$ cat src/rtl/spi_slv_pkg.sv
package spi_slv_pkg;

  localparam int MAX_W = 16;
  localparam int MIN_W = 8;
  localparam int CNT_W = $clog2(MAX_W);
  localparam int LEN_W = CNT_W + 1;

  localparam logic [1:0] ADDR_DATA = 2'd0;
  localparam logic [1:0] ADDR_STAT = 2'd1;
  localparam logic [1:0] ADDR_CFG  = 2'd2;

  localparam int STAT_FULL = 0;
  localparam int STAT_IRQ  = 1;
  localparam int STAT_OVF  = 2;

  typedef struct packed {
    logic ovf;
    logic irq;
    logic full;
  } flags_t;

  function automatic logic [LEN_W-1:0] word_len(input logic wide);
    return wide ? LEN_W'(MAX_W) : LEN_W'(MIN_W);
  endfunction

  function automatic logic is_last_bit(input logic wide, input logic [CNT_W-1:0] cnt);
    return ({1'b0, cnt} == (word_len(wide) - LEN_W'(1)));
  endfunction

  // Short words are left-justified so the top bit always leaves first.
  function automatic logic [MAX_W-1:0] align_tx(input logic wide, input logic [MAX_W-1:0] w);
    return wide ? w : (w << (MAX_W - MIN_W));
  endfunction

  function automatic logic [MAX_W-1:0] trim_rx(input logic wide, input logic [MAX_W-1:0] w);
    return wide ? w : (w & MAX_W'((1 << MIN_W) - 1));
  endfunction

endpackage

$ cat src/rtl/spi_slv_sync.sv
module spi_slv_sync #(
  parameter int   STAGES  = 2,
  parameter logic RST_VAL = 1'b0
) (
  input  logic clk,
  input  logic rst_n,
  input  logic d_in,
  output logic d_out
);
  logic [STAGES-1:0] chain;

  generate
    for (genvar g = 0; g < STAGES; g++) begin : g_stage
      always_ff @(posedge clk or negedge rst_n) begin
        if (!rst_n) chain[g] <= RST_VAL;
        else if (g == 0) chain[g] <= d_in;
        else chain[g] <= chain[(g == 0) ? 0 : g-1];
      end
    end
  endgenerate

  assign d_out = chain[STAGES-1];
endmodule

$ cat src/rtl/spi_slv_edge.sv
module spi_slv_edge #(
  parameter logic RST_VAL = 1'b0
) (
  input  logic clk,
  input  logic rst_n,
  input  logic d,
  output logic rise,
  output logic fall
);
  logic prev;

  always_ff @(posedge clk or negedge rst_n) begin
    if (!rst_n) prev <= RST_VAL;
    else prev <= d;
  end

  assign rise = d & ~prev;
  assign fall = ~d & prev;
endmodule

$ cat src/rtl/spi_slv_shift.sv
module spi_slv_shift
  import spi_slv_pkg::*;
(
  input  logic             clk,
  input  logic             rst_n,
  input  logic             sel,
  input  logic             sel_start,
  input  logic             sel_end,
  input  logic             sclk_rise,
  input  logic             sclk_fall,
  input  logic             mosi_s,
  input  logic             wide,
  input  logic [MAX_W-1:0] tx_word,
  output logic             miso_q,
  output logic [MAX_W-1:0] rx_word,
  output logic             word_done,
  output logic             word_abort,
  output logic [CNT_W-1:0] bit_cnt
);
  logic [MAX_W-1:0] tx_sh;
  logic [MAX_W-2:0] rx_sh;
  logic             shifting;
  logic             last;

  assign shifting   = sel & ~sel_start & ~sel_end;
  assign last       = is_last_bit(wide, bit_cnt);
  assign word_done  = shifting & sclk_fall & last;
  assign word_abort = sel_end & (bit_cnt != '0);
  assign rx_word    = trim_rx(wide, {rx_sh, mosi_s});

  always_ff @(posedge clk or negedge rst_n) begin
    if (!rst_n) begin
      tx_sh   <= '0;
      rx_sh   <= '0;
      bit_cnt <= '0;
      miso_q  <= 1'b0;
    end else if (sel_start) begin
      tx_sh   <= align_tx(wide, tx_word);
      rx_sh   <= '0;
      bit_cnt <= '0;
      miso_q  <= 1'b0;
    end else if (sel_end) begin
      bit_cnt <= '0;
      miso_q  <= 1'b0;
    end else if (shifting && sclk_rise) begin
      miso_q <= tx_sh[MAX_W-1];
      tx_sh  <= tx_sh << 1;
    end else if (shifting && sclk_fall) begin
      rx_sh <= {rx_sh[MAX_W-3:0], mosi_s};
      if (last) begin
        bit_cnt <= '0;
        tx_sh   <= align_tx(wide, tx_word);
      end else begin
        bit_cnt <= bit_cnt + CNT_W'(1);
      end
    end
  end
endmodule

$ cat src/rtl/spi_slv_regs.sv
module spi_slv_regs
  import spi_slv_pkg::*;
(
  input  logic             clk,
  input  logic             rst_n,
  input  logic [1:0]       cpu_addr,
  input  logic             cpu_wr,
  input  logic             cpu_rd,
  input  logic [MAX_W-1:0] cpu_wdata,
  output logic [MAX_W-1:0] cpu_rdata,
  input  logic             word_done,
  input  logic [MAX_W-1:0] rx_word,
  output logic [MAX_W-1:0] tx_word,
  output logic             wide,
  output flags_t           flags
);
  logic [MAX_W-1:0] rx_buf;
  logic             rd_buf;
  logic             wr_stat;

  assign rd_buf  = cpu_rd & (cpu_addr == ADDR_DATA);
  assign wr_stat = cpu_wr & (cpu_addr == ADDR_STAT);

  always_ff @(posedge clk or negedge rst_n) begin
    if (!rst_n) begin
      rx_buf  <= '0;
      tx_word <= '0;
      wide    <= 1'b0;
      flags   <= '0;
    end else begin
      if (cpu_wr && cpu_addr == ADDR_DATA) tx_word <= cpu_wdata;
      if (cpu_wr && cpu_addr == ADDR_CFG)  wide    <= cpu_wdata[0];

      if (word_done) rx_buf <= rx_word;

      if (word_done)   flags.full <= 1'b1;
      else if (rd_buf) flags.full <= 1'b0;

      if (word_done) flags.irq <= 1'b1;
      else if (wr_stat && cpu_wdata[STAT_IRQ]) flags.irq <= 1'b0;

      if (word_done && flags.full && !rd_buf) flags.ovf <= 1'b1;
      else if (wr_stat && cpu_wdata[STAT_OVF]) flags.ovf <= 1'b0;
    end
  end

  always_ff @(posedge clk or negedge rst_n) begin
    if (!rst_n) begin
      cpu_rdata <= '0;
    end else if (cpu_rd) begin
      case (cpu_addr)
        ADDR_DATA: cpu_rdata <= rx_buf;
        ADDR_STAT: cpu_rdata <= MAX_W'(flags);
        ADDR_CFG:  cpu_rdata <= MAX_W'(wide);
        default:   cpu_rdata <= '0;
      endcase
    end
  end
endmodule

$ cat src/rtl/spi_rxbuf_slave.sv
module spi_rxbuf_slave
  import spi_slv_pkg::*;
#(
  parameter int SYNC_STAGES = 2
) (
  input  logic             clk,
  input  logic             rst_n,
  input  logic             spi_sclk,
  input  logic             spi_mosi,
  input  logic             spi_ss_n,
  output logic             spi_miso,
  input  logic [1:0]       cpu_addr,
  input  logic             cpu_wr,
  input  logic             cpu_rd,
  input  logic [MAX_W-1:0] cpu_wdata,
  output logic [MAX_W-1:0] cpu_rdata,
  output logic             rx_full,
  output logic             irq
);
  logic             sclk_s, mosi_s, ss_n_s;
  logic             sclk_rise, sclk_fall;
  logic             sel, sel_start, sel_end;
  logic             miso_q;
  logic [MAX_W-1:0] rx_word, tx_word;
  logic             word_done, word_abort;
  logic [CNT_W-1:0] bit_cnt;
  logic             wide;
  flags_t           flags;
  logic             ovf_flag;

  spi_slv_sync #(.STAGES(SYNC_STAGES), .RST_VAL(1'b0)) u_sync_sclk (
    .clk(clk), .rst_n(rst_n), .d_in(spi_sclk), .d_out(sclk_s));
  spi_slv_sync #(.STAGES(SYNC_STAGES), .RST_VAL(1'b0)) u_sync_mosi (
    .clk(clk), .rst_n(rst_n), .d_in(spi_mosi), .d_out(mosi_s));
  spi_slv_sync #(.STAGES(SYNC_STAGES), .RST_VAL(1'b1)) u_sync_ss (
    .clk(clk), .rst_n(rst_n), .d_in(spi_ss_n), .d_out(ss_n_s));

  spi_slv_edge #(.RST_VAL(1'b0)) u_edge_sclk (
    .clk(clk), .rst_n(rst_n), .d(sclk_s), .rise(sclk_rise), .fall(sclk_fall));
  spi_slv_edge #(.RST_VAL(1'b1)) u_edge_ss (
    .clk(clk), .rst_n(rst_n), .d(ss_n_s), .rise(sel_end), .fall(sel_start));

  assign sel = ~ss_n_s;

  spi_slv_shift u_shift (
    .clk(clk), .rst_n(rst_n),
    .sel(sel), .sel_start(sel_start), .sel_end(sel_end),
    .sclk_rise(sclk_rise), .sclk_fall(sclk_fall),
    .mosi_s(mosi_s), .wide(wide), .tx_word(tx_word),
    .miso_q(miso_q), .rx_word(rx_word),
    .word_done(word_done), .word_abort(word_abort), .bit_cnt(bit_cnt));

  spi_slv_regs u_regs (
    .clk(clk), .rst_n(rst_n),
    .cpu_addr(cpu_addr), .cpu_wr(cpu_wr), .cpu_rd(cpu_rd),
    .cpu_wdata(cpu_wdata), .cpu_rdata(cpu_rdata),
    .word_done(word_done), .rx_word(rx_word),
    .tx_word(tx_word), .wide(wide), .flags(flags));

  assign spi_miso = ~spi_ss_n & miso_q;
  assign rx_full  = flags.full;
  assign irq      = flags.irq;
  assign ovf_flag = flags.ovf;
endmodule

$ cat config.mk
export PLATFORM = sky130hd
export DESIGN_NAME = spi_rxbuf_slave
export DESIGN_NICKNAME = d
export VERILOG_FILES = /design/src/rtl/spi_slv_pkg.sv /design/src/rtl/spi_slv_sync.sv /design/src/rtl/spi_slv_edge.sv /design/src/rtl/spi_slv_shift.sv /design/src/rtl/spi_slv_regs.sv /design/src/rtl/spi_rxbuf_slave.sv
export SDC_FILE = /design/constraint.sdc
export NUM_CORES = 1
export LEC_CHECK = 0
export ABC_AREA = 1
export BUFFER_PORTS_ARGS = -buffer_cell sky130_fd_sc_hd__buf_4
export CORE_MARGIN = 2
export CORE_UTILIZATION = 57
export CTS_BUF_LIST = sky130_fd_sc_hd__clkbuf_16
export CTS_CLUSTER_SIZE = 20
export DETAILED_ROUTE_END_ITERATION = 12
export PLACE_DENSITY = 0.77
export REMOVE_ABC_BUFFERS = 1
export SLEW_MARGIN = 10
export SYNTH_ARGS = -nofsm -noshare
export SYNTH_HDL_FRONTEND = slang
export SYNTH_HIERARCHICAL = 1
export SYNTH_SLANG_ARGS = --single-unit
$ cat constraint.sdc
create_clock -name clk -period 4.5 [get_ports clk]
set_input_delay 0.45 -clock clk [delete_from_list [all_inputs] [get_ports clk]]
set_output_delay 0.45 -clock clk [all_outputs]
set_load 0.005 [all_outputs]
==> results.toml <==
[status]
outcome = "completed"

[cells_and_area]
fin_area_mm2 = 0.00498
drive_gt1_share_pct = 15.5
layout.nets = 577
num-fill-cells = 635
utilization_pct = 65.5
areaGrowthSynthToFinish_pct = 12.9
n_antenna_cell = 0

[clock_tree]
cts-htree-levels = 3
root_buffer = "clkbuf_16"
numCtsBuffers = 9
clock_latency_ps = 340
clockBufferDepth = 2
cts_tree = "yes"
holdBufCountCts = 0
cts_sinks = 96
clk_pin_slew_worst_paths_ps = 70
post_cts_buffers = 0
ctsResizeCount = 0

[min_path]
hp-class = "in -> async"

[route]
avgViaCountPerCell = 5.19
wire_per_inst_um = 13.2
drt_pre_antenna_iters = 4
drt_iter0_drc = 205
route.detailed.drc = 0
vias = 3412
postRouteAntennaNets = 0
totalWireLength_um = 8640

[logic_synthesis]
synth_area_mm2 = 0.00442
ys_warn_count = 6
synth_area_per_cell_um2 = 8.38
synth_cells = 527

[sta]
min_period_over_period_pct = 63.7
slew_headroom_pct = 35.5
post-route-min-period_ps = 2870
worstMarginPinSlew_ps = 968
max_freq_mhz = 349
hold_violations = 0
finalClockSkew_ps = 7.38
finalSetupTns_ps = 0
slew_violations = 0
rsz0062_at_grt = "no"
setup_viol = 0
hold_slack_ps = 179

[job]
maxCapViolations = 0

[pwr]
netSwitchingPower_uw = 556
ir_drop_mv = 0.220
p_leak_nw = 2.61
pwr-share-seq_pct = 49.9
sw_frac_of_total_pct = 27.4
p_int_mw = 1.47
clockPowerShare_pct = 38.8
p_per_area_mw_per_mm2 = 406
pwr-share-comb_pct = 11.3

[worst_setup_path]
crit_type = "reg -> reg"
end_kind = "flip-flop"
worst-path-max-fanout = 30
worstSetupStartpointType = "flip-flop"
critical_path_arrival_ps = 3090
worst-endpoint-required_ps = 4730

[die]
die_w_um = 92.0
io_pins = 44
row_count = 32
fp.coreArea_mm2 = 0.00761
die_y_um = 92.0
die_area_mm2 = 0.00847
initial_core_util_pct = 58.0

[placed_design]
gp_congestion = 0.801
io_buffers = 43
placed_area_mm2 = 0.00467
place_hpwl_um = 5590

[grt]
grt_max_degree = 59
grt_pass1_vias = 3286
grt_first_pass_wirelength_um = 15200
overflow = 0
grt_use_total_pct = 22.5
grt_antenna_before_repair = 0
-- cell usage in the layout, fill, tap and decap left out --
cell	instances
a31oi_4	1
buf_4	44
bufinv_16	1
clkbuf_16	9
clkinv_8	1
clkinvlp_4	2
dfrtp_1	93
dfstp_2	3
ha_1	2
inv_1	53
inv_2	1
inv_4	1
inv_6	3
nand2_1	204
nand2_2	1
nand2_4	2
nand3_1	53
nand3_2	2
nand3_4	1
nand4_1	7
nor2_1	9
nor2_2	1
nor2_4	2
o21ai_0	30
o21ai_1	17
o21ai_2	10
o21ai_4	1
xor2_1	1
-- worst paths after layout --
check	startpoint	end	slack, ps	cells after the start
worst max-delay path	u_regs/wide$_DFFE_PN0P_	u_regs/rx_buf[2]$_DFFE_PN0P_	1630	9
worst min-delay path	rst_n	u_regs/cpu_rdata[13]$_DFFE_PN0P_	180	1
worst max register to register	u_regs/wide$_DFFE_PN0P_	u_regs/rx_buf[2]$_DFFE_PN0P_	1630	9
worst min register to register	u_sync_sclk/chain[0]$_DFF_PN0_	u_sync_sclk/d_out$_DFF_PN0_	350	0
max in group asynchronous	rst_n	u_regs/flags[2]$_DFFE_PN0P_	3360	2
min in group clk	spi_mosi	u_sync_mosi/chain[0]$_DFF_PN0_	210	1
-- per-stage QoR --
stage | total power, mW | instances | worst slack, ps
after floorplan | 1.16 | 495 | 2340
after global placement | 1.24 | 641 | 1820
after detailed placement | 1.25 | 641 | 1690
after CTS | 2.04 | 657 | 1680
after global routing | 2.13 | 657 | 1320
final | 2.02 | 657 | 1630
-- routing by layer --
metal	vias up	GRT usage [%]	part of all wire, %
met5	-	0	0
met4	0	7.09	1.1
met3	9	4.60	4.3
met2	80	36.3	50
met1	1631	30.9	45
li1	1692	-	-
-- cell type report --
class / count / area, µm² / area share (%)
inverter: 55 / 209 / 4.19
sequential: 96 / 2410 / 48.3
clock buffer: 9 / 225 / 4.52
multi-input combinational: 344 / 1600 / 32.1
tap: 102 / 128 / 2.56
clock inverter: 7 / 87.6 / 1.76
timing repair buffer: 44 / 330 / 6.63
-- worst max-delay path, cell delays in order (launching register included) --
cell     delay (ps)
dfrtp_1         980
inv_4           140
nand2_1         140
nand2_1          60
nor2_1          110
nand2_2         230
inv_1           640
inv_1           260
nand2_1         120
nand2_1          60
-- power by group through the flow --
stage	sequential, mW	combinational [mW]	clock [mW]
after floorplan	1.00	0.153	0
after global placement	1.02	0.219	0
after detailed placement	1.02	0.227	0
after CTS	1.01	0.230	0.803
after global routing	1.02	0.271	0.840
final	1.01	0.229	0.786
-- state kept, by name, indices dropped and copies added, names as in the netlist, 3 cells and up --
name	count
u_shift/bit_cnt	4
u_shift/tx_sh	16
u_regs/cpu_rdata	16
u_regs/tx_word	16
u_shift/rx_sh	15
u_regs/flags	3
u_regs/rx_buf	16
Power figures use the tool's default switching activity.
